File: src/rtl/lsc_pkg.sv
package lsc_pkg;
  typedef enum logic [2:0] {
    S_OFF       = 3'd0,
    S_WAIT_IN   = 3'd1,
    S_WAIT_OUT  = 3'd2,
    S_IDLE      = 3'd3,
    S_BUSY      = 3'd4,
    S_DRAIN_IN  = 3'd5,
    S_DRAIN_OUT = 3'd6,
    S_COMMAND   = 3'd7
  } link_state_e;
endpackage

File: src/rtl/lsc_low_timer.sv
module lsc_low_timer #(
  parameter int N     = 3,
  parameter int LIMIT = 12000
) (
  input  logic         clk,
  input  logic         rst,
  input  logic [N-1:0] cond,
  output logic [N-1:0] held
);
  localparam int CW = $clog2(LIMIT + 1);
  localparam logic [CW-1:0] LIM = CW'(LIMIT);

  for (genvar g = 0; g < N; g++) begin : g_lane
    logic [CW-1:0] cnt;
    always_ff @(posedge clk) begin
      if (rst || !cond[g]) cnt <= '0;
      else if (cnt != LIM) cnt <= cnt + 1'b1;
    end
    assign held[g] = (cnt == LIM);

    AST_HELD_NEEDS_COND: assert property (@(posedge clk) disable iff (rst)
      $rose(held[g]) |-> $past(cond[g]));
  end
endmodule

File: src/rtl/lsc_win_timer.sv
module lsc_win_timer #(
  parameter int MIN_CYC = 10000,
  parameter int MAX_CYC = 5000000
) (
  input  logic clk,
  input  logic rst,
  input  logic clr,
  output logic past_min,
  output logic past_max
);
  localparam int CW = $clog2(MAX_CYC + 1);
  localparam logic [CW-1:0] LO = CW'(MIN_CYC);
  localparam logic [CW-1:0] HI = CW'(MAX_CYC);

  logic [CW-1:0] cnt;
  always_ff @(posedge clk) begin
    if (rst || clr) cnt <= '0;
    else if (cnt != HI) cnt <= cnt + 1'b1;
  end
  assign past_min = (cnt >= LO);
  assign past_max = (cnt == HI);
endmodule

File: src/rtl/lsc_fsm.sv
module lsc_fsm
  import lsc_pkg::*;
(
  input  logic        clk,
  input  logic        rst,
  input  logic        sig_in,
  input  logic        sig_out,
  input  logic        out_clk_present,
  input  logic        in_burst_seen,
  input  logic        xfer_active,
  input  logic        cmd_done,
  input  logic        both_low_held,
  input  logic        out_low_held,
  input  logic        in_low_held,
  input  logic        win_past_min,
  input  logic        win_past_max,
  output logic        win_clr,
  output logic [2:0]  state_o,
  output logic        ev_on_o,
  output logic        ev_off_o,
  output logic        ev_cmd_o,
  output logic        ev_tmo_o
);
  link_state_e st_q, st_d;
  logic        tmo_d;
  logic        ev_on_q, ev_off_q, ev_cmd_q, ev_tmo_q;

  always_comb begin
    st_d  = st_q;
    tmo_d = 1'b0;
    if (st_q != S_OFF && both_low_held) begin
      st_d = S_OFF;
    end else begin
      unique case (st_q)
        S_OFF: begin
          if (out_clk_present)    st_d = S_WAIT_IN;
          else if (in_burst_seen) st_d = S_WAIT_OUT;
        end
        S_WAIT_IN: begin
          if (sig_in)            st_d = S_IDLE;
          else if (win_past_max) st_d = S_OFF;
        end
        S_WAIT_OUT: begin
          if (out_clk_present)   st_d = win_past_min ? S_IDLE : S_OFF;
          else if (win_past_max) st_d = S_OFF;
        end
        S_IDLE, S_BUSY: begin
          if (in_burst_seen)     st_d = S_COMMAND;
          else if (out_low_held) st_d = S_DRAIN_IN;
          else if (in_low_held)  st_d = S_DRAIN_OUT;
          else                   st_d = xfer_active ? S_BUSY : S_IDLE;
        end
        S_DRAIN_IN: begin
          if (!sig_in) st_d = S_OFF;
          else if (win_past_max) begin
            st_d  = S_OFF;
            tmo_d = 1'b1;
          end
        end
        S_DRAIN_OUT: begin
          if (!sig_out) st_d = S_OFF;
          else if (win_past_max) begin
            st_d  = S_OFF;
            tmo_d = 1'b1;
          end
        end
        S_COMMAND: begin
          if (cmd_done) st_d = S_IDLE;
        end
        default: st_d = S_OFF;
      endcase
    end
  end

  assign win_clr = (st_d != st_q);

  always_ff @(posedge clk) begin
    if (rst) begin
      st_q     <= S_OFF;
      ev_on_q  <= 1'b0;
      ev_off_q <= 1'b0;
      ev_cmd_q <= 1'b0;
      ev_tmo_q <= 1'b0;
    end else begin
      st_q     <= st_d;
      ev_on_q  <= (st_d == S_IDLE) && (st_q == S_WAIT_IN || st_q == S_WAIT_OUT);
      ev_off_q <= (st_d == S_OFF) && (st_q != S_OFF);
      ev_cmd_q <= (st_d == S_COMMAND) && (st_q != S_COMMAND);
      ev_tmo_q <= tmo_d;
    end
  end

  assign state_o  = st_q;
  assign ev_on_o  = ev_on_q;
  assign ev_off_o = ev_off_q;
  assign ev_cmd_o = ev_cmd_q;
  assign ev_tmo_o = ev_tmo_q;

  AST_ONE_EVENT: assert property (@(posedge clk) disable iff (rst)
    $onehot0({ev_on_q, ev_off_q, ev_cmd_q}));
  AST_TMO_LANDS_OFF: assert property (@(posedge clk) disable iff (rst)
    ev_tmo_q |-> (st_q == S_OFF) && ev_off_q);
  AST_CMD_EXIT: assert property (@(posedge clk) disable iff (rst)
    ($past(st_q) == S_COMMAND && st_q != S_COMMAND) |->
      (st_q == S_IDLE || st_q == S_OFF));
  AST_ANSWER_NOT_EARLY: assert property (@(posedge clk) disable iff (rst)
    (st_q == S_IDLE && $past(st_q) == S_WAIT_OUT) |-> $past(win_past_min));
  AST_DRAIN_IN_CAUSE: assert property (@(posedge clk) disable iff (rst)
    (st_q == S_DRAIN_IN && $past(st_q) != S_DRAIN_IN) |-> $past(out_low_held));
endmodule

File: src/rtl/link_state_ctrl.sv
module link_state_ctrl #(
  parameter int CLK_HZ  = 100_000_000,
  parameter int LOW_CYC = (CLK_HZ / 1_000_000) * 120,
  parameter int MIN_CYC = (CLK_HZ / 1_000_000) * 100,
  parameter int MAX_CYC = (CLK_HZ / 1_000) * 50
) (
  input  logic       clk,
  input  logic       rst,
  input  logic       sig_in,
  input  logic       sig_out,
  input  logic       out_clk_present,
  input  logic       in_burst_seen,
  input  logic       xfer_active,
  input  logic       cmd_done,
  output logic [2:0] state_o,
  output logic       ev_on_o,
  output logic       ev_off_o,
  output logic       ev_cmd_o,
  output logic       ev_tmo_o
);
  localparam int NLANE = 3;

  logic [NLANE-1:0] low_cond, low_held;
  logic             win_clr, win_past_min, win_past_max;

  assign low_cond = {~sig_in & ~sig_out, ~sig_out, ~sig_in};

  lsc_low_timer #(.N(NLANE), .LIMIT(LOW_CYC)) u_low (
    .clk  (clk),
    .rst  (rst),
    .cond (low_cond),
    .held (low_held)
  );

  lsc_win_timer #(.MIN_CYC(MIN_CYC), .MAX_CYC(MAX_CYC)) u_win (
    .clk      (clk),
    .rst      (rst),
    .clr      (win_clr),
    .past_min (win_past_min),
    .past_max (win_past_max)
  );

  lsc_fsm u_fsm (
    .clk             (clk),
    .rst             (rst),
    .sig_in          (sig_in),
    .sig_out         (sig_out),
    .out_clk_present (out_clk_present),
    .in_burst_seen   (in_burst_seen),
    .xfer_active     (xfer_active),
    .cmd_done        (cmd_done),
    .both_low_held   (low_held[2]),
    .out_low_held    (low_held[1]),
    .in_low_held     (low_held[0]),
    .win_past_min    (win_past_min),
    .win_past_max    (win_past_max),
    .win_clr         (win_clr),
    .state_o         (state_o),
    .ev_on_o         (ev_on_o),
    .ev_off_o        (ev_off_o),
    .ev_cmd_o        (ev_cmd_o),
    .ev_tmo_o        (ev_tmo_o)
  );
endmodule

File: config.mk
export PLATFORM = sky130hd
export DESIGN_NAME = link_state_ctrl
export DESIGN_NICKNAME = d
export VERILOG_FILES = /design/src/rtl/lsc_pkg.sv /design/src/rtl/lsc_low_timer.sv /design/src/rtl/lsc_win_timer.sv /design/src/rtl/lsc_fsm.sv /design/src/rtl/link_state_ctrl.sv
export SDC_FILE = /design/constraint.sdc
export NUM_CORES = 1
export LEC_CHECK = 0
export ABC_AREA = 1
export BUFFER_PORTS_ARGS = -buffer_cell sky130_fd_sc_hd__clkbuf_2
export CAP_MARGIN = 40
export CORE_ASPECT_RATIO = 0.5
export CORE_MARGIN = 2
export CORE_UTILIZATION = 55
export CTS_BUF_LIST = sky130_fd_sc_hd__clkbuf_16
export CTS_CLUSTER_DIAMETER = 40
export DETAILED_ROUTE_END_ITERATION = 6
export GPL_TIMING_DRIVEN = 0
export PLACE_DENSITY = 0.72
export SYNTH_ARGS = -nofsm -noshare
export SYNTH_HDL_FRONTEND = slang
export SYNTH_HIERARCHICAL = 1
export SYNTH_SLANG_ARGS = --single-unit
export TNS_END_PERCENT = 10
File: constraint.sdc
create_clock -name clk -period 6.6 [get_ports clk]
set_clock_uncertainty 0.1 [all_clocks]
set_input_delay 0.66 -clock clk [delete_from_list [all_inputs] [get_ports clk]]
set_output_delay 0.66 -clock clk [all_outputs]
set_load 0.02 [all_outputs]
==> flow_summary.ini <==
[worst_setup_path]
critical_path.top_delay_family = simple AND/OR/NAND/NOR gates
worst-endpoint-required_ns = 6.76
critical_path.n_buffers_inverters = 5
criticalPathCategory = register to register
critical_path_peak_fanout = 10
worst_setup_path_start_kind = register
crit_chain = inv_1 -> ha_1 -> nand4_1 -> nor2_1 -> nand3_1 -> inv_1 -> inv_1 -> nand2_1 -> nand2_1 -> a21oi_2 -> nand4_2 -> nand3_1 -> nand2_1 -> nor2_1 -> nand2_1 -> nor2_1 -> clkbuf_1 -> inv_1 -> a21oi_1
max_stage_delay_ns = 0.42
library_cell_contributing_the_largest_single_delay_on_the_critical_path = clkbuf_1
arrival_ns = 3.13
setup.worst_path.end_class = register

[sta]
max_clock_freq_ghz = 0.337
final_min_period_ns = 2.96
max-slew-margin-rel = 0.676
rsz0062_at_grt = no
timing.final.setup_violations = 0
layout_worst_path_cycle_share = 0.449
layout_setup_ws_ns = 3.64
worstMarginPinSlew_ns = 0.486
setup_total_negative_slack_ns = 0
hold_viol_final = 0
timing_max_transition_violations_final = 0

[min_path]
min_path_type = register to register

[final_layout]
fillerInstances = 792
layout.cells.most_common_list = nand2_1 (168), nor2_1 (137), inv_1 (92)
sequential_cell_area_um2 = 1440
syn_to_final_growth_pct = 10.4
most_frequent_standard_cell_in_the_layout_excluding_fill_and_tap_cells = nand2_1
final_non_filler_cell_area_um2 = 4930
multiInputGateArea_um2 = 2570
finalNetCount = 749
layout-drive-gt1-share = 0.125
insertedDiodeCount = 0

[pwr]
irDropWorstVdd_mv = 0.153
power_per_cell_area_nw_per_um2 = 222
fin_total_pwr_uw = 1090
static-leakage-power_uw = 0.00187

[synthesis]
yosysSeqAreaShare = 0.323
synth.area.top_cells = dfxtp_1 (32%), nand2_1 (14%), nor2_1 (12%)
synth-edff-count = 0
yosys_warns = 6
netlist_area_um2 = 4470
dominantRegCellSynth = dfxtp_1
avg_cell_area_syn_um2 = 6.31
postSynthNetCount = 724
netlist.area_leader.share = 0.323
ys_seq_elements = 72
ys_async_sr_fraction = 0
synth.lib_cells_used.distinct = 36
postSynthCellCount = 708
post-synth-top-area-cell = dfxtp_1

[die]
fp.dieArea_um2 = 8900
floorplan.initialDensity = 0.562
die_height_um = 67.7
core.rowCount = 23
pin_count = 15
die-width_um = 131
placeableCoreArea_um2 = 7940

[clock_network]
cts_max_level = 3
numCtsBuffers = 9
cts_setup_buffers = 0
cts_tree = done
clk_lat_worst_skew_ns = 0.33
cts_clk_pin_slew_worst_paths_ns = 0.06
hold_buffers = 0
ctsResizeCount = 0
clock-root-buffer = clkbuf_16
cts_max_path_buffers = 2
cts_sinks = 72

[place]
postPlaceCellArea_um2 = 4680
dp_worst_setup_slack_ns = 3.68
io_buffers = 14
gpl.final_weighted_congestion = 0.889
place_hpwl_um = 7130

[detailed_routing]
drtPass1Iterations = 5
detail_route.iter0.violations = 275
drt_drc_violations_left = 0
totalWireLength_um = 9570
vias_per_cell = 5.02
via_count = 4261
ant_nets = 0
routedWlPerCell_um = 11.3

[grt]
grt_pass1_wl_um = 16500
overflow = 0
grt_start_max_net_pins = 12
grt_antenna_before_repair = 0
first_global_vias = 3778
globalRouteTotalUtil = 0.230

[job]
maxCapViolCount = 0

[status]
outcome = completed
final timing paths:
path                                        start  cells after the start  slack (ns)                                    to
max                     u_win/cnt[0]$_SDFFE_PP0N_                     19        3.64            u_win/cnt[19]$_SDFFE_PP0N_
min          u_low/g_lane[0].cnt[10]$_SDFFE_PP0P_                      2        0.36  u_low/g_lane[0].cnt[10]$_SDFFE_PP0P_
max reg2reg             u_win/cnt[0]$_SDFFE_PP0N_                     19        3.64            u_win/cnt[19]$_SDFFE_PP0N_
min reg2reg  u_low/g_lane[0].cnt[10]$_SDFFE_PP0P_                      2        0.36  u_low/g_lane[0].cnt[10]$_SDFFE_PP0P_
final cells by class:
| cell class | instances | share of cell area |
|---|---|---|
| clock buffers | 9 | 0.0457 |
| multi-input cells | 527 | 0.521 |
| repair buffers | 14 | 0.0142 |
| clock inverters | 6 | 0.00609 |
| plain buffers | 9 | 0.0147 |
| flip-flops and latches | 72 | 0.292 |
| well taps | 112 | 0.0284 |
| inverters | 100 | 0.0779 |
tightest hold or removal path, stage by stage, from the launching register on:
cell	delay [ns]
dfxtp_1	0.32
inv_1	0.05
a21oi_1	0.05
layer usage:
layer | part of all wire | wire [um] | track usage | up-vias
li1 | - | - | - | 2287
met1 | 0.49 | 4730 | 0.284 | 1878
met2 | 0.45 | 4290 | 0.397 | 80
met3 | 0.042 | 404 | 0.0668 | 16
met4 | 0.016 | 150 | 0.0707 | 0
met5 | 0 | 0 | 0 | -
synth_stat cells, types with 2 or more instances:
cell type and count:
nand4_1 19, inv_4 3, dfxtp_1 72, nand3b_1 2
nor2_4 10, nor3_1 9, nor3_2 2, o21ai_0 23
nor2_2 12, ha_1 8, nand2_1 168, nor2_1 137
xor2_1 9, inv_2 5, nand2_2 12, nand3_1 59
buf_4 2, inv_1 90, a21oi_1 37, nand2_4 2
buf_6 4, nand3_2 8, clkbuf_1 2
kinds of logic (layout without fill, tap and decap cells):
group                      Yosys count  after routing  share of synthesized area
AOI/OAI and AO/OA                   67             67                     0.0807
xor gates and xnor gates             9              9                     0.0176
adders and majority gates            8              8                     0.0224
buffers and inverters              109            138                      0.102
DFF                                 72             72                      0.323
and+or+nand+nor                    443            443                      0.454
flip-flops by register name, summed over array words and instances, names as in the netlist:
| signal | flops |
|---|---|
| u_fsm/state_o | 3 |
| u_low/g_lane.cnt | 42 |
| u_fsm/ev_on_o | 1 |
| u_fsm/ev_tmo_o | 1 |
| u_fsm/ev_cmd_o | 1 |
| u_win/cnt | 23 |
| u_fsm/ev_off_o | 1 |
power breakdown:
part	switching [uW]	internal, uW
sequential	10.2	447
combinational	143	72.4
clock	173	247
through the flow:
step | cells | utilization | hold slack (ns)
final | 849 | 0.621 | 0.361
after CTS | 849 | 0.621 | 0.361
after floorplan | 708 | - | 0.334
after global routing | 849 | 0.621 | 0.389
after global placement | 834 | 0.589 | 0.350
after detailed placement | 834 | 0.589 | 0.353
No activity file was read; power rests on OpenSTA's default activity.
